### src/rtl/ea_pkg.sv
package ea_pkg;
  typedef enum logic [1:0] {
    DLEN_NONE = 2'd0,
    DLEN_B1   = 2'd1,
    DLEN_B2   = 2'd2,
    DLEN_B4   = 2'd3
  } disp_len_e;
endpackage

### src/rtl/ea_regdec.sv
module ea_regdec #(
  parameter int ID_W    = 4,
  parameter int NREG    = 8,
  parameter int NONE_ID = 8,
  localparam int RF_AW  = $clog2(NREG)
) (
  input  logic [ID_W-1:0]  id,
  output logic [RF_AW-1:0] rf_addr,
  output logic             present,
  output logic             bad
);
  logic is_none;

  always_comb begin
    present = (int'(id) < NREG);
    is_none = (int'(id) == NONE_ID);
    bad     = !present && !is_none;
    rf_addr = present ? id[RF_AW-1:0] : '0;
  end
endmodule

### src/rtl/ea_disp.sv
module ea_disp #(
  parameter int ADDR_W = 32,
  localparam int NB    = ADDR_W / 8
) (
  input  logic [ADDR_W-1:0] raw,
  input  ea_pkg::disp_len_e len,
  output logic [ADDR_W-1:0] disp
);
  logic [7:0] bytes [NB];

  genvar k;
  generate
    for (k = 0; k < NB; k++) begin : g_byte
      assign bytes[k] = raw[8*k +: 8];
    end
  endgenerate

  logic [ADDR_W-1:0] full_word;
  always_comb begin
    full_word = '0;
    for (int j = 0; j < NB; j++) full_word[8*j +: 8] = bytes[j];
  end

  always_comb begin
    unique case (len)
      ea_pkg::DLEN_NONE: disp = '0;
      ea_pkg::DLEN_B1:   disp = {{(ADDR_W-8){bytes[0][7]}}, bytes[0]};
      ea_pkg::DLEN_B2:   disp = {{(ADDR_W-16){bytes[1][7]}}, bytes[1], bytes[0]};
      default:           disp = full_word;
    endcase
  end
endmodule

### src/rtl/ea_scaler.sv
module ea_scaler #(
  parameter int ADDR_W  = 32,
  parameter int SCALE_W = 2,
  localparam int NSHIFT = 1 << SCALE_W
) (
  input  logic [ADDR_W-1:0]  value,
  input  logic [SCALE_W-1:0] scale,
  output logic [ADDR_W-1:0] scaled
);
  logic [ADDR_W-1:0] opt [NSHIFT];

  genvar s;
  generate
    for (s = 0; s < NSHIFT; s++) begin : g_shift
      assign opt[s] = value << s;
    end
  endgenerate

  assign scaled = opt[scale];
endmodule

### src/rtl/ea_gen_top.sv
module ea_gen_top #(
  parameter int ADDR_W  = 32,
  parameter int ID_W    = 4,
  parameter int NREG    = 8,
  parameter int NONE_ID = 8,
  parameter int SP_ID   = 4,
  parameter int SCALE_W = 2,
  localparam int RF_AW  = $clog2(NREG)
) (
  input  logic               clk,
  input  logic               rst_n,
  input  logic               in_valid,
  output logic               in_ready,
  input  logic [ID_W-1:0]    in_base_id,
  input  logic [ID_W-1:0]    in_index_id,
  input  logic [SCALE_W-1:0] in_scale,
  input  logic [ADDR_W-1:0]  in_disp,
  input  logic [1:0]         in_disp_len,
  output logic [RF_AW-1:0]   rf_base_addr,
  input  logic [ADDR_W-1:0]  rf_base_data,
  output logic [RF_AW-1:0]   rf_index_addr,
  input  logic [ADDR_W-1:0]  rf_index_data,
  output logic               out_valid,
  input  logic               out_ready,
  output logic [ADDR_W-1:0]  out_ea,
  output logic               out_illegal
);
  logic base_present, base_bad, idx_present, idx_bad;

  ea_regdec #(.ID_W(ID_W), .NREG(NREG), .NONE_ID(NONE_ID)) i_dec_base (
    .id(in_base_id), .rf_addr(rf_base_addr),
    .present(base_present), .bad(base_bad));

  ea_regdec #(.ID_W(ID_W), .NREG(NREG), .NONE_ID(NONE_ID)) i_dec_index (
    .id(in_index_id), .rf_addr(rf_index_addr),
    .present(idx_present), .bad(idx_bad));

  logic [ADDR_W-1:0] disp_ext;
  ea_disp #(.ADDR_W(ADDR_W)) i_disp (
    .raw(in_disp), .len(ea_pkg::disp_len_e'(in_disp_len)), .disp(disp_ext));

  logic [ADDR_W-1:0] idx_term, idx_scaled, base_term;
  assign idx_term  = idx_present  ? rf_index_data : '0;
  assign base_term = base_present ? rf_base_data  : '0;

  ea_scaler #(.ADDR_W(ADDR_W), .SCALE_W(SCALE_W)) i_scale (
    .value(idx_term), .scale(in_scale), .scaled(idx_scaled));

  logic              sp_index, illegal_c;
  logic [ADDR_W-1:0] ea_c;
  always_comb begin
    sp_index  = (int'(in_index_id) == SP_ID);
    illegal_c = base_bad || idx_bad || sp_index;
    ea_c      = illegal_c ? '0 : (base_term + idx_scaled + disp_ext);
  end

  // single output stage with stream handshake
  logic accept;
  assign in_ready = !out_valid || out_ready;
  assign accept   = in_valid && in_ready;

  always_ff @(posedge clk) begin
    if (!rst_n) begin
      out_valid   <= 1'b0;
      out_ea      <= '0;
      out_illegal <= 1'b0;
    end else begin
      if (accept) begin
        out_ea      <= ea_c;
        out_illegal <= illegal_c;
      end
      if (accept) out_valid <= 1'b1;
      else if (out_ready) out_valid <= 1'b0;
    end
  end

  // accepted input gives valid output next cycle
  p_latency_r7: assert property (@(posedge clk) disable iff (!rst_n)
    in_valid && in_ready |=> out_valid);

  // stalled output holds its payload
  p_hold_r8: assert property (@(posedge clk) disable iff (!rst_n)
    out_valid && !out_ready |=> out_valid && $stable(out_ea) && $stable(out_illegal));

  // no acceptance while stalled
  p_stall_r8: assert property (@(posedge clk) disable iff (!rst_n)
    out_valid && !out_ready |-> !in_ready);

  // stack pointer as index flagged
  p_sp_index_r5: assert property (@(posedge clk) disable iff (!rst_n)
    in_valid && in_ready && int'(in_index_id) == SP_ID |=> out_illegal && out_ea == '0);

  // illegal result carries a zero address
  p_illegal_zero_r6: assert property (@(posedge clk) disable iff (!rst_n)
    out_valid && out_illegal |-> out_ea == '0);

  // both registers absent, no displacement gives zero, legal
  p_none_r4: assert property (@(posedge clk) disable iff (!rst_n)
    in_valid && in_ready && int'(in_base_id) == NONE_ID && int'(in_index_id) == NONE_ID
      && in_disp_len == 2'd0 |=> out_ea == '0 && !out_illegal);

  // one-byte displacement alone is sign-extended
  p_sext_r3: assert property (@(posedge clk) disable iff (!rst_n)
    in_valid && in_ready && int'(in_base_id) == NONE_ID && int'(in_index_id) == NONE_ID
      && in_disp_len == 2'd1
      |=> out_ea == {{(ADDR_W-8){$past(in_disp[7])}}, $past(in_disp[7:0])});
endmodule

### config.mk
export PLATFORM = sky130hd
export DESIGN_NAME = ea_gen_top
export DESIGN_NICKNAME = d
export VERILOG_FILES = /design/src/rtl/ea_pkg.sv /design/src/rtl/ea_regdec.sv /design/src/rtl/ea_disp.sv /design/src/rtl/ea_scaler.sv /design/src/rtl/ea_gen_top.sv
export SDC_FILE = /design/constraint.sdc
export NUM_CORES = 1
export LEC_CHECK = 0
export CAP_MARGIN = 10
export CORE_MARGIN = 2
export CORE_UTILIZATION = 50
export CTS_CLUSTER_SIZE = 8
export DETAILED_ROUTE_END_ITERATION = 10
export DONT_BUFFER_PORTS = 1
export PLACE_DENSITY_LB_ADDON = 0.2
export SYNTH_ARGS = -nofsm -noshare
export SYNTH_HDL_FRONTEND = slang
export SYNTH_SLANG_ARGS = --single-unit
### constraint.sdc
create_clock -name clk -period 11.7 [get_ports clk]
set_clock_uncertainty 0.05 [all_clocks]
set_input_delay 3.51 -clock clk [delete_from_list [all_inputs] [get_ports clk]]
set_output_delay 3.51 -clock clk [all_outputs]
set_load 0.02 [all_outputs]
-- After elaboration in Yosys (flattened, before gate mapping)
Cells that the tools add are included.
- add/sub/neg operators: 2
- magnitude comparators: 3
- equal/unequal tests: 5
- muxes and demuxes: 11
- bitwise logic cells: 1
- reductions and logical operators: 13
- operators by type and width (cell ; count):
    two-way mux 32 bit ; 5
    one-hot mux 32 bit (3 select lines) ; 1
    adder 32 bit ; 2
    binary-select mux 32 bit (select 2 bit) ; 1
    equality test 4 bit, second input constant ; 3
    less-than comparator 4 bit, second input constant ; 2
    two-way mux 3 bit ; 2
    zero test 1 bit ; 5
    >= comparator 3 bit, second input constant ; 1
    logical AND 1 bit ; 3
    logical OR 1 bit ; 3
    inverter 2 -> 3 bit ; 1
    equality test 2 x 1 -> 1 bit, second input constant ; 1
    equality test 2 bit, second input constant ; 1
    zero test 2 bit ; 1
    two-way mux 1 bit ; 2
    nonzero test 2 bit ; 1
- flip-flop bits (word level): 34
- input bits: 112
- output and inout bits: 41
- word-level logic and storage cells: 38

-- Longest topological paths before layout
Gate-level depths: netlist of the first run.
- depth after elaboration: 8
- mapped depth: 17
- depth with buffers taken out: 15

-- By module
From an unflattened synthesis of the first run, not the netlist that was laid out.
- cell total of the unflattened synthesis: 614
- area, all modules: 5217.5 um2
- modules (own cells, without submodules) (module ; instances ; cells each ; area each (um2) ; sequential area each (um2)):
    ea_gen_top ; 1 ; 466 ; 4002.6 ; 680.7
    ea_scaler ; 1 ; 71 ; 704.4 ; 0.0
    ea_disp ; 1 ; 67 ; 447.9 ; 0.0
    ea_regdec ; 2 ; 5 ; 31.3 ; 0.0

-- Worst setup path after synthesis of the first run
OpenSTA, ideal clock, no wires.
- kind: input-to-output
- start point: input port in_index_id[3]
- end point: output port rf_index_addr[0]
- arrival: 3.976 ns
- path slack: 4.164 ns
- stages on the path: 2
- path buffers: 1
- path through: clkbuf_1 > nor2b_1
- longest elaborated chain between the ends: 2
- ends and longest elaborated chain (what ; RTL line ; RTL):
    start: declaration ; ea_gen_top.sv:15 ; input logic [ID_W-1:0] in_index_id,
    less-than comparator 4 bit ; ea_regdec.sv:15 ; present = (int'(id) < NREG);
    two-way mux 3 bit ; ea_regdec.sv:18 ; rf_addr = present ? id[RF_AW-1:0] : '0;
    end: declaration ; ea_gen_top.sv:21 ; output logic [RF_AW-1:0] rf_index_addr,
Every way passes these cells.

-- Final worst setup path of the first run
- start point: input port in_base_id[2]
- end point: output port rf_base_addr[2]
- longest elaborated chain between the ends: 2
- ends and longest elaborated chain (what ; RTL line ; RTL):
    start: declaration ; ea_gen_top.sv:14 ; input logic [ID_W-1:0] in_base_id,
    less-than comparator 4 bit ; ea_regdec.sv:15 ;
    two-way mux 3 bit (*) ; ea_regdec.sv:18 ;
    end: declaration ; ea_gen_top.sv:19 ; output logic [RF_AW-1:0] rf_base_addr,
Mark *: on every way between the ends. The rest lies on a longest branch, timed or not.

==> impl_metrics.py, run 1 <==
metrics = {
    "synthesis": {
        "synth_top_cell_area_share_pct": 13.9,
        "avgSynthCellArea_um2": 8.39,
        "yosysWarnings": 0,
        "yosysSeqAreaShare_pct": 13.9,
        "ys_seq_elements": 34,
        "synth_edf_count": 0,
        "syn_area_um2": 4900,
        "synth_cell_type_count": 51,
        "synth_common_cells": "inv_1, nand2b_1, nand2_1",
        "async_reset_ff_share_pct": 0,
        "syn_nets": 758,
        "synth_area_leader_cell": "dfxtp_1",
        "synth_ff_type": "dfxtp_1",
        "synth_cells": 584,
        "yosysMostFrequentCell": "inv_1",
        "synth_area_leaders": "dfxtp_1, fa_1, mux4_2, nand2b_1, ha_1",
    },
    "global_route": {
        "grt_antenna_before_repair": 0,
        "grt_pass1_vias": 3986,
        "grtUsageTotal_pct": 24.0,
        "grt_pass1_wl_um": 19700,
        "gr-total-overflow": 0,
        "grt_max_degree": 37,
    },
    "outcome": {
        "outcome": "finished clean",
    },
    "routing": {
        "drt_pass1_iterations": 4,
        "wl_per_cell_um": 17.9,
        "routed_via_density": 5.77,
        "vias": 4015,
        "wl_met1_um": 5770,
        "route.detailed.drc": 0,
        "wl_met2_um": 5570,
        "drt_iter0_drc": 165,
        "drtAntennaViolNets": 0,
        "routed.top_layer": "met4",
        "wirelength_um": 12400,
        "wl_met3_um": 860,
    },
    "clock_tree": {
        "ctsResizeCount": 0,
        "ctsHoldBuffers": 0,
        "cts_setup_buffers": 0,
        "cts_max_level": 2,
        "cts_tree": "built",
        "cts_root_buf": "clkbuf_8",
        "clockBufferDepth": 2,
        "clock_sinks": 34,
        "clock_latency_ps": 290,
        "cts_buffers": 5,
        "clk_pin_slew_ps": 60,
    },
    "placed_design": {
        "dp_hpwl_um": 10500,
        "placed_area_um2": 4940,
        "numPortBuffers": 0,
        "gp_congestion": 0.920,
    },
    "timing": {
        "fin_crit_sh_pct": 63.4,
        "fmax_mhz": 135,
        "finalHoldViolCount": 0,
        "max_slew_margin_pct": 56.1,
        "slew_viol_final": 0,
        "finalSetupViolCount": 0,
        "fin_tns_setup_ps": 0,
        "tightestPinTransition_ps": 659,
        "rsz0062_at_grt": "false",
        "min_period_ps": 7420,
    },
    "worst_hold_path": {
        "hold_depth": 2,
        "hold_start": "out_ea[25]",
        "hp-class": "reg2reg",
        "min_to": "out_ea[25]",
    },
    "floorplanning": {
        "fp.dieArea_um2": 10600,
        "fp-row-count": 36,
        "die_x_um": 103,
        "core_um2": 9640,
        "io_pins": 153,
        "die-height_um": 103,
        "initial_core_util_pct": 50.8,
    },
    "worst_setup_path": {
        "worstRegToRegCells": 8,
        "path_max_fanout": 2,
        "cp.depth": 1,
        "arrival_ps": 3860,
        "crit_buf_inv": 0,
        "worstReg2RegEnd": "out_ea[28]",
        "cpPeakStageDelay_ps": 350,
        "reg2reg_slack_ps": 8860,
        "cp-start-kind": "input pin",
        "crit_family": "simple AND/OR/NAND/NOR gates",
        "crit_type": "in2out",
        "worstPathRequired_ps": 8140,
        "end_kind": "output pin",
        "slowest_stage": "nor2b_1",
        "crit_chain": "nor2b_1",
        "r2r-start": "out_valid",
    },
    "power": {
        "peakVddDrop_mv": 0.0454,
        "pwr-share-clk_pct": 16.8,
        "switchingPower_w": 0.000231,
        "power.internal_w": 0.000303,
        "pwr-share-comb_pct": 57.2,
        "switching_share_pct": 43.2,
        "p_leak_nw": 2.17,
        "p_per_area_nw_per_um2": 106,
        "pwr-share-seq_pct": 26.0,
    },
    "final_layout": {
        "drive_gt1_share_pct": 8.70,
        "n_antenna_cell": 0,
        "syn_to_final_growth_pct": 2.81,
        "final_cell_area_um2": 5040,
        "fin_nets": 736,
    },
    "flow_run": {
        "cap_violations": 0,
    },
}
## cell families (layout without fill, tap and decap cells)
group | Yosys count | count (layout) | synth area share [%]
AO/OA/AOI/OAI | 145 | 145 | 18.3
XOR/XNOR | 28 | 28 | 5.01
adder cells (fa/ha/maj) | 62 | 62 | 20.7
buffers and inverters | 95 | 74 | 7.51
flip-flops | 34 | 34 | 13.9
multiplexers | 32 | 32 | 13.7
AND/OR/NAND/NOR | 188 | 188 | 20.8
## power by group through the flow
stage          combinational, W  clock (W)  sequential (W)
5_1_grt                0.000345  0.0000958        0.000140
6_report               0.000305  0.0000895        0.000139
4_1_cts                0.000304  0.0000911        0.000139
3_3_place_gp           0.000299          0        0.000142
2_1_floorplan          0.000251          0        0.000140
3_5_place_dp           0.000303          0        0.000142
## registers in the layout, summed over array words and instances, names as in the netlist
register     flops
out_ea          32
out_illegal      1
out_valid        1
## area by class of cell
cell class / count / area, um2
flip-flops and latches: 34 / 681
clock inverters: 1 / 5.00
inverters: 66 / 248
clock buffers: 7 / 86.3
well taps: 133 / 166
multi-input cells: 455 / 3850
fillers: 981 / 4600
## layer usage
metal / up-vias / track usage (%)
li1: 1967 / -
met1: 1890 / 34.2
met2: 142 / 36.9
met3: 16 / 5.29
met4: 0 / 6.48
met5: - / 0
## how the worst max path moves through the flow
stage,slack (ps),start,to
floorplan,4160,in_index_id[3],rf_index_addr[0]
global placement,4270,in_index_id[0],rf_index_addr[0]
detailed placement,4280,in_base_id[0],rf_base_addr[0]
CTS,4280,in_base_id[0],rf_base_addr[0]
global route,4260,in_base_id[1],rf_base_addr[1]
finish,4280,in_base_id[2],rf_base_addr[2]
## placed cells by master, fill, tap and decap left out, drive strengths merged, types with 25 or more instances in the layout
cell type,instances
o21ai,56
dfxtp,34
inv,66
mux4,28
nor2b,25
nand2b,64
ha,30
nand2,50
a21oi,38
fa,32
## per-stage QoR
stage / instances / total power (W) / setup slack, ps / hold WS [ps] / utilization, %
3_5_place_dp: 688 / 0.000444 / 4280 / 504 / 51.3
2_1_floorplan: 584 / 0.000390 / 4160 / 473 / -
5_1_grt: 696 / 0.000581 / 4260 / 531 / 52.2
6_report: 696 / 0.000534 / 4280 / 505 / 52.2
3_3_place_gp: 688 / 0.000441 / 4270 / 497 / 51.3
4_1_cts: 696 / 0.000535 / 4280 / 513 / 52.2
## worst register-to-register path, cell delays in order (launching register included)
cell and delay (ps):
dfxtp_1 380, nand2b_1 260, nand2_1 380, inv_1 150, and3_1 590, nand2_1 490, nor3_1 310, mux2i_1 100
nand3_1 80
Power figures use the tool's default switching activity.
==> run 2, diff against run 1 <==
ABC_AREA = 1   (was not set)
clock period = 6.6 ns   (was 11.7 ns; I/O delays follow)
==> run 2 against run 1 <==
Via count is 45% higher. Clock-buffer cell count fell by 1. Combinational power up 150%. Worst setup slack lost 2800 ps. Sequential power is 76% higher. Die area is 17% higher. Critical path depth rose by 17. Global-route usage up 1.6 points. First-iteration DRC count rose by 110%. Critical endpoint is now out_ea[26].
==> impl_metrics.py, run 2 <==
metrics = {
    "outcome": {
        "outcome": "finished clean",
    },
    "flow_run": {
        "cap_violations": 0,
    },
    "timing": {
        "fin_tns_setup_ps": 0,
        "timing.final.ws_setup_ps": 1440,
        "fin_crit_sh_pct": 78.2,
        "tightestPinTransition_ps": 1130,
        "min_period_ps": 5160,
        "rsz0062_at_grt": "false",
        "slew_viol_final": 0,
        "max_slew_margin_pct": 24.9,
        "finalSetupViolCount": 0,
        "finalHoldViolCount": 0,
        "fmax_mhz": 194,
    },
    "worst_setup_path": {
        "crit_path_frequent_cell": "nand2_1",
        "slowest_stage": "inv_1",
        "path_max_fanout": 38,
        "crit_buf_inv": 4,
        "worstPathRequired_ps": 6660,
        "crit_family": "buffers and inverters",
        "cp-start-kind": "input pin",
        "end_kind": "flop",
        "cpPeakStageDelay_ps": 680,
        "crit_type": "in2reg",
        "arrival_ps": 5230,
        "crit_chain": "inv_1 > buf_4 > a31oi_1 > nand2_1 > nand2_1 > fa_1 > inv_1 > ha_1 > nand2_1 > inv_2 > nand2_2 > nor2_2 > and2_1 > nand2_1 > nand2_1 > nand2_1 > nand3_1 > a21oi_1",
    },
    "global_route": {
        "grt_pass1_wl_um": 26300,
        "grt_antenna_before_repair": 0,
        "grt_pass1_vias": 5546,
        "grtUsageTotal_pct": 25.6,
        "grt_max_degree": 56,
        "gr-total-overflow": 0,
    },
    "clock_tree": {
        "cts_root_buf": "clkbuf_16",
        "cts_tree": "built",
        "ctsResizeCount": 0,
        "clock_sinks": 34,
        "cts_setup_buffers": 0,
        "clk_pin_slew_ps": 50,
        "cts_max_level": 2,
        "cts_buffers": 5,
        "ctsHoldBuffers": 0,
        "clock_latency_ps": 280,
        "clockBufferDepth": 2,
    },
    "final_layout": {
        "drive_gt1_share_pct": 7.65,
        "n_antenna_cell": 0,
        "largest_reg_flops": 32,
        "final_common_cell": "nand2_1",
        "layout_common_cells": "nand2_1, inv_1, nor2_1, a21oi_1, nand3_1",
        "n_fill_cell": 1250,
        "top_regs": "out_ea x32, out_illegal x1, out_valid x1",
        "multi_input_area_um2": 4210,
        "top_register": "out_ea",
        "fin_nets": 1182,
        "regArea_um2": 681,
        "syn_to_final_growth_pct": 3.51,
    },
    "floorplanning": {
        "initial_core_util_pct": 51.0,
        "core_um2": 11300,
        "io_pins": 153,
        "die-height_um": 111,
        "fp-row-count": 39,
        "fp.dieArea_um2": 12400,
        "die_x_um": 111,
    },
    "routing": {
        "wirelength_um": 15600,
        "drt_pass1_iterations": 5,
        "vias": 5840,
        "drtAntennaViolNets": 0,
        "wl_per_cell_um": 13.5,
        "drt_iter0_drc": 351,
        "routed_via_density": 5.08,
        "route.detailed.drc": 0,
    },
    "power": {
        "pwr-share-clk_pct": 18.5,
        "pwr-share-seq_pct": 19.8,
        "p_per_area_nw_per_um2": 206,
        "peakVddDrop_mv": 0.199,
        "power.internal_w": 0.000616,
        "switching_share_pct": 50.1,
        "switchingPower_w": 0.000618,
        "pwr-share-comb_pct": 61.7,
        "p_leak_nw": 3.37,
    },
    "synthesis": {
        "synth_top_cell_area_share_pct": 25.6,
        "ys_seq_elements": 34,
        "synth_cell_type_count": 37,
        "synth_common_cells": "nand2_1, inv_1, nor2_1",
        "synth_edf_count": 0,
        "async_reset_ff_share_pct": 0,
        "synth_ff_type": "dfxtp_1",
        "syn_nets": 1204,
        "syn_area_um2": 5780,
        "synth_area_leader_cell": "nand2_1",
        "yosysWarnings": 0,
        "yosysSeqAreaShare_pct": 11.8,
        "synth_area_leaders": "nand2_1, inv_1, dfxtp_1, fa_1, ha_1",
        "avgSynthCellArea_um2": 5.61,
        "yosysMostFrequentCell": "nand2_1",
        "synth_cells": 1030,
    },
    "placed_design": {
        "dp_hpwl_um": 13200,
        "post-place-ws_ps": 1200,
        "gp_congestion": 0.904,
        "numPortBuffers": 0,
    },
    "worst_hold_path": {
        "hp-class": "reg2reg",
    },
}
[run 2: cell types whose count changed after synthesis, sizes merged, moves of 9 or more]
cell    change
nand2     +368
inv       +127
nand2b     -64
nor2       +62
nand3      +48
mux4       -28
nor2b      -25
a21oi      +23
o21ai      -21
a31oi      +19
xnor2      -17
a22oi      -11
buf        +11
xor2        -9
[run 2: worst min-delay path, delay by kind of cell (launching register included)]
kind / cells / cell delay [ps]
simple gates: 1 / 90
compound gates: 1 / 60
flops: 1 / 370
[run 2: final cells by class]
class / instances / area share, %
Multi-Input combinational cell: 768 / 70.5
Inverter: 194 / 12.2
Tap cell: 143 / 2.99
Timing Repair Buffer: 5 / 0.628
Clock buffer: 6 / 2.32
Sequential cell: 34 / 11.4
[run 2: kinds of logic (layout without fill, tap and decap cells)]
| logic type | count (synthesis) | after routing | share of synthesized area (%) |
|---|---|---|---|
| simple gates | 576 | 576 | 42.7 |
| buf+inv | 228 | 205 | 15.3 |
| compound gates | 128 | 128 | 12.3 |
| fa+ha+maj | 62 | 62 | 17.6 |
| flops | 34 | 34 | 11.8 |
| xor+xnor | 2 | 2 | 0.303 |
[run 2: power by group through the flow]
stage               logic [W]  registers, W  clock network (W)
global route         0.000881      0.000246           0.000242
finish               0.000762      0.000244           0.000228
floorplan            0.000603      0.000245                  0
global placement     0.000751      0.000248                  0
CTS                  0.000758      0.000244           0.000234
detailed placement   0.000754      0.000249                  0
[run 2: metrics by stage]
stage               hold WS [ps]  util [%]  instance area [um2]  instances  power (W)
floorplan                    492         -                 5780       1030   0.000848
global placement             504      51.6                 5840       1144    0.00100
detailed placement           507      51.6                 5840       1144    0.00100
CTS                          515      52.8                 5980       1150    0.00124
global route                 532      52.8                 5980       1150    0.00137
finish                       512      52.8                 5980       1150    0.00123
[run 2: path summary, 6_finish.rpt]
path | to | startpoint | cells past startpoint | slack, ps
min | out_ea[19] | out_ea[19] | 2 | 510
max reg2reg | out_ea[12] | out_valid | 8 | 3970
min reg2reg | out_ea[19] | out_ea[19] | 2 | 510
max | out_ea[26] | in_scale[0] | 18 | 1440
[run 2: per-layer routing]
layer / vias to the layer above / share of wire [%] / GRT usage [%]
met2: 222 / 42 / 39.1
met3: 16 / 9.2 / 6.04
li1: 3109 / - / -
met1: 2493 / 47 / 36.5
met4: 0 / 1.7 / 6.50
met5: - / 0 / 0
==> run 3, diff against run 2 <==
clock period = 5 ns   (was 6.6 ns; I/O delays follow)
==> run 3 against run 2 <==
Sequential cell count is the same. Worst hold slack gained 0.57 ps. First-iteration DRC count grew 8.3%. Sequential power grew 32%. Highest routed layer unchanged. Wire length grew 1.7%. Combinational power grew 34%. Register-to-register slack lost 920 ps. Clock-buffer cell count is the same. Sequential share of layout area is essentially flat. Cell count is the same. Die area is the same. Global-route usage is essentially flat.
==> impl_metrics.py, run 3 (same netlist as run 2, synthesis figures left out) <==
metrics = {
    "final_layout": {
        "n_fill_cell": 1255,
        "n_antenna_cell": 0,
        "fin_nets": 1182,
        "final_common_cell": "nand2_1",
        "syn_to_final_growth_pct": 3.94,
        "top_regs": "out_ea x32, out_illegal x1, out_valid x1",
        "largest_reg_flops": 32,
        "layout_common_cells": "nand2_1, inv_1, nor2_1, a21oi_1, nand3_1",
        "drive_gt1_share_pct": 7.65,
        "top_register": "out_ea",
    },
    "worst_setup_path": {
        "worstPathRequired_ps": 5060,
        "crit_chain": "inv_1 > buf_12 > nand2_1 > nor2_1 > a31oi_1 > nand2_1 > nand2_1 > fa_1 > inv_1 > ha_1 > nand2_1 > nor2_1 > nand2_1 > nand2_1 > nand3_1 > nand3_1 > nand2_1 > nand3_1 > a21oi_1",
        "crit_family": "simple AND/OR/NAND/NOR gates",
        "cpPeakStageDelay_ps": 490,
        "end_kind": "flop",
        "crit_path_frequent_cell": "nand2_1",
        "arrival_ps": 4400,
        "cp-start-kind": "input pin",
        "slowest_stage": "fa_1",
        "path_max_fanout": 50,
        "crit_type": "in2reg",
        "crit_buf_inv": 3,
    },
    "timing": {
        "rsz0062_at_grt": "false",
        "tightestPinTransition_ps": 1050,
        "min_period_ps": 4350,
        "finalSetupViolCount": 0,
        "max_slew_margin_pct": 29.9,
        "fin_tns_setup_ps": 0,
        "finalHoldViolCount": 0,
        "fmax_mhz": 230,
        "timing.final.ws_setup_ps": 652,
        "fin_crit_sh_pct": 87.0,
        "slew_viol_final": 0,
    },
    "floorplanning": {
        "fp.dieArea_um2": 12400,
        "die-height_um": 111,
        "initial_core_util_pct": 51.0,
        "core_um2": 11300,
        "die_x_um": 111,
        "io_pins": 153,
        "fp-row-count": 39,
    },
    "global_route": {
        "busiest_layer": "met2",
        "grt_max_degree": 51,
        "grt_use_met2_pct": 38.7,
        "grtUsageTotal_pct": 25.6,
        "grt_pass1_vias": 5375,
        "grtUsageMet1_pct": 36.0,
        "grtUsageMet3_pct": 6.31,
        "grt_antenna_before_repair": 0,
        "grt_pass1_wl_um": 26000,
        "gr-total-overflow": 0,
    },
    "clock_tree": {
        "cts_max_level": 2,
        "cts_root_buf": "clkbuf_16",
        "clock_sinks": 34,
        "cts_buffers": 5,
        "clk_pin_slew_ps": 50,
        "ctsResizeCount": 0,
        "cts_tree": "built",
        "clockBufferDepth": 2,
        "ctsHoldBuffers": 0,
        "cts_setup_buffers": 0,
        "clock_latency_ps": 270,
    },
    "routing": {
        "drt_pass1_iterations": 5,
        "routed_via_density": 5.04,
        "drtAntennaViolNets": 0,
        "wirelength_um": 15800,
        "wl_per_cell_um": 13.8,
        "vias": 5796,
        "route.detailed.drc": 0,
        "drt_iter0_drc": 380,
    },
    "power": {
        "p_per_area_nw_per_um2": 272,
        "peakVddDrop_mv": 0.253,
        "switchingPower_w": 0.000816,
        "pwr-share-clk_pct": 17.8,
        "switching_share_pct": 50.1,
        "pwr-share-seq_pct": 19.7,
        "power.internal_w": 0.000814,
        "p_leak_nw": 3.38,
        "pwr-share-comb_pct": 62.4,
    },
    "placed_design": {
        "numPortBuffers": 0,
        "dp_hpwl_um": 13700,
        "gp_congestion": 0.977,
        "post-place-ws_ps": 402,
    },
    "worst_hold_path": {
        "hp-class": "reg2reg",
    },
    "flow_run": {
        "cap_violations": 0,
    },
    "outcome": {
        "outcome": "finished clean",
    },
}
run 3: cell types whose count changed in the layout (fill, tap and decap cells not counted):
| cell | change |
|---|---|
| buf_12 | +2 |
| buf_4 | -2 |
run 3: layout make-up:
type	instances	area, um2	area share [%]
inverters	194	729	12.2
multi-input cells	768	4210	70.2
repair buffers	5	62.6	1.04
well taps	143	179	2.98
clock buffers	6	139	2.31
flip-flops and latches	34	681	11.3
run 3: path summary, 6_finish.rpt:
path / from / end / slack [ps] / depth (start not counted)
max: in_index_id[3] / out_ea[24] / 650 / 19
min: out_ea[26] / out_ea[26] / 510 / 2
max reg2reg: out_valid / out_ea[11] / 3050 / 7
min reg2reg: out_ea[26] / out_ea[26] / 510 / 2
run 3: per-stage QoR:
stage	instances	utilization, %	hold WS, ps	area, um2	total power [W]
2_1_floorplan	1030	-	492	5780	0.00112
3_3_place_gp	1144	51.8	505	5860	0.00133
3_5_place_dp	1144	51.8	508	5860	0.00133
4_1_cts	1150	53.0	516	6000	0.00163
5_1_grt	1150	53.0	530	6000	0.00181
6_report	1150	53.0	512	6000	0.00163
run 3: worst register-to-register path, delay by kind of cell, from the launching register on:
kind | cells | cell delay (ps)
AND/OR/NAND/NOR | 4 | 770
flip-flops | 1 | 450
buffers and inverters | 2 | 420
AO/OA/AOI/OAI | 1 | 90
run 3: per-layer routing:
metal  up-vias  routed length, um
li1       3114                  -
met1      2469               7620
met2       187               6450
met3        26               1400
met4         0                363
met5         -                  0
run 3: power groups by stage:
| stage | Clock, W | Combinational (W) | Sequential [W] |
|---|---|---|---|
| final | 0.000291 | 0.00102 | 0.000322 |
| after global placement | 0 | 0.00101 | 0.000327 |
| after CTS | 0.000298 | 0.00101 | 0.000322 |
| after global routing | 0.000310 | 0.00117 | 0.000323 |
| after detailed placement | 0 | 0.00101 | 0.000327 |
| after floorplan | 0 | 0.000796 | 0.000324 |
